### config.mk
export PLATFORM = sky130hd
export DESIGN_NAME = rx_idle_detect
export DESIGN_NICKNAME = d
export VERILOG_FILES = /design/src/rtl/rx_idle_pkg.sv /design/src/rtl/rx_line_sync.sv /design/src/rtl/ones_run_counter.sv /design/src/rtl/high_time_timer.sv /design/src/rtl/rx_idle_detect.sv
export SDC_FILE = /design/constraint.sdc
export NUM_CORES = 1
export LEC_CHECK = 0
export BUFFER_PORTS_ARGS = -buffer_cell sky130_fd_sc_hd__buf_4
export CAP_MARGIN = 20
export CORE_MARGIN = 3
export CORE_UTILIZATION = 44
export DETAILED_ROUTE_END_ITERATION = 16
export SLEW_MARGIN = 15
export SYNTH_ARGS = -nofsm -noshare
export SYNTH_HDL_FRONTEND = slang
export SYNTH_SLANG_ARGS = --single-unit
### constraint.sdc
create_clock -name clk_i -period 1.7 [get_ports clk_i]
set_input_delay 0.17 -clock clk_i [delete_from_list [all_inputs] [get_ports clk_i]]
set_output_delay 0.17 -clock clk_i [all_outputs]
set_load 0.01 [all_outputs]
### src/rtl/rx_idle_pkg.sv
`timescale 1ns/1ps
package rx_idle_pkg;
  typedef enum logic {
    MODE_HDLC = 1'b0,
    MODE_CSMA = 1'b1
  } idle_mode_e;

  // Timeout in tenths of a bit period and oversampling ratio
  localparam int unsigned DEF_RUN_LEN     = 15;
  localparam int unsigned DEF_OS_RATE     = 8;
  localparam int unsigned DEF_IDLE_TENTHS = 16;

  function automatic int unsigned ticks_for(input int unsigned os_rate,
                                            input int unsigned tenths);
    return (os_rate * tenths + 9) / 10;
  endfunction
endpackage

### src/rtl/rx_line_sync.sv
`timescale 1ns/1ps
module rx_line_sync #(
  parameter int unsigned STAGES = 2
) (
  input  logic clk_i,
  input  logic rst_ni,
  input  logic rx_i,
  output logic line_o,
  output logic edge_o
);
  logic [STAGES-1:0] sync_q, sync_d;
  logic              prev_q, prev_d;

  always_comb begin
    sync_d = {sync_q[STAGES-2:0], rx_i};
    prev_d = sync_q[STAGES-1];
  end

  always_ff @(posedge clk_i or negedge rst_ni) begin
    if (!rst_ni) begin
      sync_q <= '0;
      prev_q <= 1'b0;
    end else begin
      sync_q <= sync_d;
      prev_q <= prev_d;
    end
  end

  assign line_o = sync_q[STAGES-1];
  assign edge_o = sync_q[STAGES-1] ^ prev_q;
endmodule

### src/rtl/ones_run_counter.sv
`timescale 1ns/1ps
module ones_run_counter #(
  parameter int unsigned RUN_LEN = 15,
  localparam int unsigned W = $clog2(RUN_LEN + 1)
) (
  input  logic clk_i,
  input  logic rst_ni,
  input  logic line_i,
  input  logic edge_i,
  input  logic stb_i,
  output logic full_o
);
  localparam logic [W-1:0] LIMIT = W'(RUN_LEN);

  logic [W-1:0] cnt_q, cnt_d;

  always_comb begin
    cnt_d = cnt_q;
    if (edge_i) begin
      cnt_d = (stb_i && line_i) ? W'(1) : '0;
    end else if (stb_i) begin
      if (!line_i)             cnt_d = '0;
      else if (cnt_q != LIMIT) cnt_d = cnt_q + W'(1);
    end
  end

  always_ff @(posedge clk_i or negedge rst_ni) begin
    if (!rst_ni) cnt_q <= '0;
    else         cnt_q <= cnt_d;
  end

  assign full_o = (cnt_q == LIMIT);

  assert_run_bounded_R3: assert property (@(posedge clk_i) disable iff (!rst_ni)
    cnt_q <= LIMIT);
  assert_zero_bit_restarts_R4: assert property (@(posedge clk_i) disable iff (!rst_ni)
    (stb_i && !line_i) |=> (cnt_q == '0));
  assert_edge_restarts_R4: assert property (@(posedge clk_i) disable iff (!rst_ni)
    (edge_i && !stb_i) |=> (cnt_q == '0));
  assert_one_bit_counts_R3: assert property (@(posedge clk_i) disable iff (!rst_ni)
    (stb_i && line_i && !edge_i && cnt_q != LIMIT) |=> (cnt_q == $past(cnt_q) + W'(1)));
endmodule

### src/rtl/high_time_timer.sv
`timescale 1ns/1ps
module high_time_timer #(
  parameter int unsigned LIMIT_TICKS = 13,
  localparam int unsigned W = $clog2(LIMIT_TICKS + 1)
) (
  input  logic clk_i,
  input  logic rst_ni,
  input  logic line_i,
  input  logic edge_i,
  input  logic tick_i,
  output logic full_o
);
  localparam logic [W-1:0] LIMIT = W'(LIMIT_TICKS);

  logic [W-1:0] cnt_q, cnt_d;

  always_comb begin
    cnt_d = cnt_q;
    if (edge_i || !line_i)              cnt_d = '0;
    else if (tick_i && cnt_q != LIMIT)  cnt_d = cnt_q + W'(1);
  end

  always_ff @(posedge clk_i or negedge rst_ni) begin
    if (!rst_ni) cnt_q <= '0;
    else         cnt_q <= cnt_d;
  end

  assign full_o = (cnt_q == LIMIT);

  assert_timer_bounded_R5: assert property (@(posedge clk_i) disable iff (!rst_ni)
    cnt_q <= LIMIT);
  assert_low_restarts_R6: assert property (@(posedge clk_i) disable iff (!rst_ni)
    (!line_i || edge_i) |=> (cnt_q == '0));
  assert_no_tick_holds_R6: assert property (@(posedge clk_i) disable iff (!rst_ni)
    (line_i && !edge_i && !tick_i) |=> $stable(cnt_q));
endmodule

### src/rtl/rx_idle_detect.sv
`timescale 1ns/1ps
module rx_idle_detect
  import rx_idle_pkg::*;
#(
  parameter int unsigned SYNC_STAGES = 2,
  parameter int unsigned RUN_LEN     = DEF_RUN_LEN,
  parameter int unsigned OS_RATE     = DEF_OS_RATE,
  parameter int unsigned IDLE_TENTHS = DEF_IDLE_TENTHS
) (
  input  logic clk_i,
  input  logic rst_ni,
  input  logic rx_i,
  input  logic bit_stb_i,
  input  logic os_tick_i,
  input  logic mode_csma_i,
  output logic idle_o
);
  localparam int unsigned LIMIT_TICKS = ticks_for(OS_RATE, IDLE_TENTHS);

  idle_mode_e mode;
  logic line, line_edge, run_full, time_full, hit;
  logic idle_q, idle_d;

  assign mode = idle_mode_e'(mode_csma_i);

  rx_line_sync #(.STAGES(SYNC_STAGES)) u_sync (
    .clk_i (clk_i), .rst_ni (rst_ni), .rx_i (rx_i),
    .line_o (line), .edge_o (line_edge)
  );

  ones_run_counter #(.RUN_LEN(RUN_LEN)) u_run (
    .clk_i (clk_i), .rst_ni (rst_ni), .line_i (line),
    .edge_i (line_edge), .stb_i (bit_stb_i), .full_o (run_full)
  );

  high_time_timer #(.LIMIT_TICKS(LIMIT_TICKS)) u_time (
    .clk_i (clk_i), .rst_ni (rst_ni), .line_i (line),
    .edge_i (line_edge), .tick_i (os_tick_i), .full_o (time_full)
  );

  always_comb begin
    hit = (mode == MODE_CSMA) ? time_full : run_full;
    if (line_edge) idle_d = 1'b0;
    else if (hit)  idle_d = 1'b1;
    else           idle_d = idle_q;
  end

  always_ff @(posedge clk_i or negedge rst_ni) begin
    if (!rst_ni) idle_q <= 1'b0;
    else         idle_q <= idle_d;
  end

  assign idle_o = idle_q;

  assert_edge_clears_R2: assert property (@(posedge clk_i) disable iff (!rst_ni)
    line_edge |=> !idle_o);
  assert_rise_has_cause_R7: assert property (@(posedge clk_i) disable iff (!rst_ni)
    $rose(idle_o) |-> $past(mode == MODE_CSMA ? time_full : run_full));
  assert_sticky_R8: assert property (@(posedge clk_i) disable iff (!rst_ni)
    (idle_o && !line_edge) |=> idle_o);
endmodule

==> summary.txt <==
Vias = 415
Root Buffer = clkbuf_4
Leakage = 0.327 nW
Critical path endpoint category = flop
I/O pin count = 7
Worst vdd ir = 0.536 mV
PD cells = 845 nW/µm²
Initial Util = 49.1%
Post-synth net total = 60
Diodes inserted = 0
CTS tree = built
Finish-stage setup viols = 0
FF+latch count, synth = 12
Final Max Slew Viols = 0
Detailed Routing Iterations Pass 1 = 4
Critical path launch point type = flop
Vias in the first global route = 446
Starting DRT DRC Count = 18
Hold EP = u_sync.sync_q[0]
Via density = 5.53
Clock power frac = 38.0%
Final Hold Viols = 0
Max Fclk = 650 MHz
Internal = 451 µW
EDFF count, synth = 0
Initial antenna violation count = 0
Clock skew = 6.74 ps
Sequential-to-total area share from yosys stat = 52.2%
Worst-path clk slew = 80 ps
Input/output buffers = 6
Die Wd = 42.2 µm
Core area = 1170 µm²
CP arrival = 1700 ps
P&R area growth vs syn = 18.9%
Routed WL = 1030 µm
Die height = 42.2 µm
Logic gate share of total power = 9.3%
Maximum root-to-sink buffer count = 2
Status = finished clean
Final instance area = 684 µm²
GRT Total Usage = 13.2%
Worst hold start = rx_i
DRC violations left = 0
Post-CTS setup buffer count = 0
Wire per inst = 13.7 µm
GPL Wtd Cong = 0.639
Commonest non-fill, non-tap cell in the layout = dfrtp_1
Worst R2R Start = u_sync.sync_q[1]
Max FO, Critical Path = 6
Total power = 579 µW
P_sw = 127 µW
First-pass GRT wire length = 1800 µm
R2R depth = 3
Seq pwr share = 52.8%
Num rows = 12
Post-DP Area = 638 µm²
Share of layout cells above drive strength 1 = 23.0%
# placed instances = 70
TritonCTS Buffers = 3
Die ar. = 1780 µm²
Most frequent cells in the layout = 12 x dfrtp_1, 6 x buf_4, 5 x inv_1, 4 x ha_1
Largest net degree at the start of global routing = 13
Gr ovfl total = 0
Reg2reg end = u_run.cnt_q[0]
H-tree levels = 1
Slew @ Worst Pin = 246 ps
Tightest Hold Check Type = in -> reg
Syn Inst Count = 50
Post-Route Setup TNS = 0 ps
Skew-Pair Late Insertion Delay = 270 ps
Post-synthesis instance area = 576 µm²
Critical Path RT = 1860 ps
RSZ-0062 raised after global routing = no
Synth cell types = 22
R2R Setup Slk = 160 ps
Dominant synthesized flop cell = dfrtp_1
Final period util = 90.6%
Worst hold stages = 1
Post-CTS Hold Fix Bufs = 1
Final cell count without fillers = 75
Fill cell count = 100
Antenna viol nets, final = 0
Syn Area/Cell = 11.5 µm²
Nets = 72
Synth Warn # = 0
Tmin final = 1540 ps
Sw Share = 22.0%
Crit Path Class = reg -> reg
Max-cap violations = 0
Post-cts resize count = 0
Hpwl dp = 774 µm
Clock Sink Count = 12
Asr flop ratio synth = 100%
Rel. slew slack = 83.6%
cells by family (layout without fill, tap and decap cells):
kind of cell | count (synthesis) | in the layout | share of synthesized area [%]
and+or+nand+nor | 13 | 13 | 12.2
buffers and inverters | 5 | 16 | 3.26
adders and majority gates | 4 | 4 | 8.70
muxes | 5 | 5 | 9.35
AOI/OAI and AO/OA | 11 | 11 | 14.3
DFF | 12 | 12 | 52.2
cell usage after synthesis, types with 2 or more instances:
cell type	count	area, µm²
a21oi_1	2	10.0
a32o_1	2	20.0
dfrtp_1	12	300
ha_1	4	50.1
inv_1	5	18.8
mux2_2	3	33.8
mux2i_1	2	20.0
nand2_1	3	11.3
nand3_1	3	15.0
o21ai_0	2	10.0
critical path: stages (launching register included):
cell     delay [ps]
dfrtp_1         450
ha_1            350
o22ai_2         270
mux2_2          370
through the flow:
stage	hold WS (ps)	util [%]	setup slack, ps
global route	2.46	58.4	92.6
global placement	10.4	54.5	256
detailed placement	15.4	54.5	183
finish	9.80	58.4	160
CTS	2.84	58.4	171
floorplan	-126	-	286
layout make-up:
type                            count  area (µm²)  share of cell area (%)
Tap cell                           14        17.5                    2.56
Timing Repair Buffer                7        55.1                    8.04
Clock buffer                        4        36.3                    5.30
Multi-Input combinational cell     33         256                    37.5
Sequential cell                    12         300                    43.9
Inverter                            5        18.8                    2.74
worst max-delay path by stage:
stage                                 from              to  cells past startpoint
after detailed placement  u_sync.sync_q[1]  u_run.cnt_q[0]                      3
after floorplan           u_sync.sync_q[1]  u_run.cnt_q[0]                      3
after global routing      u_sync.sync_q[1]  u_run.cnt_q[1]                      3
after global placement    u_sync.sync_q[1]  u_run.cnt_q[0]                      3
final                     u_sync.sync_q[1]  u_run.cnt_q[0]                      3
after CTS                 u_sync.sync_q[1]  u_run.cnt_q[0]                      3
state kept, by name (all words and copies together) (netlist names):
name	count
u_sync.sync_q	2
idle_o	1
u_time.cnt_q	4
u_run.cnt_q	4
u_sync.prev_q	1
power groups by stage:
| stage | Clock (mW) | Combinational [mW] | Sequential, mW |
|---|---|---|---|
| 3_5_place_dp | 0 | 0.0515 | 0.311 |
| 5_1_grt | 0.235 | 0.0604 | 0.307 |
| 3_3_place_gp | 0 | 0.0477 | 0.309 |
| 4_1_cts | 0.224 | 0.0542 | 0.305 |
| 6_report | 0.220 | 0.0535 | 0.305 |
| 2_1_floorplan | 0 | 0.0281 | 0.308 |
layer usage:
metal / GRT usage, % / part of all wire (%)
met1: 14.2 / 42
met2: 23.4 / 53
met3: 5.58 / 5.5
met4: 3.73 / 0
met5: 0 / 0
Note: power is estimated with default switching activity, not from simulation.
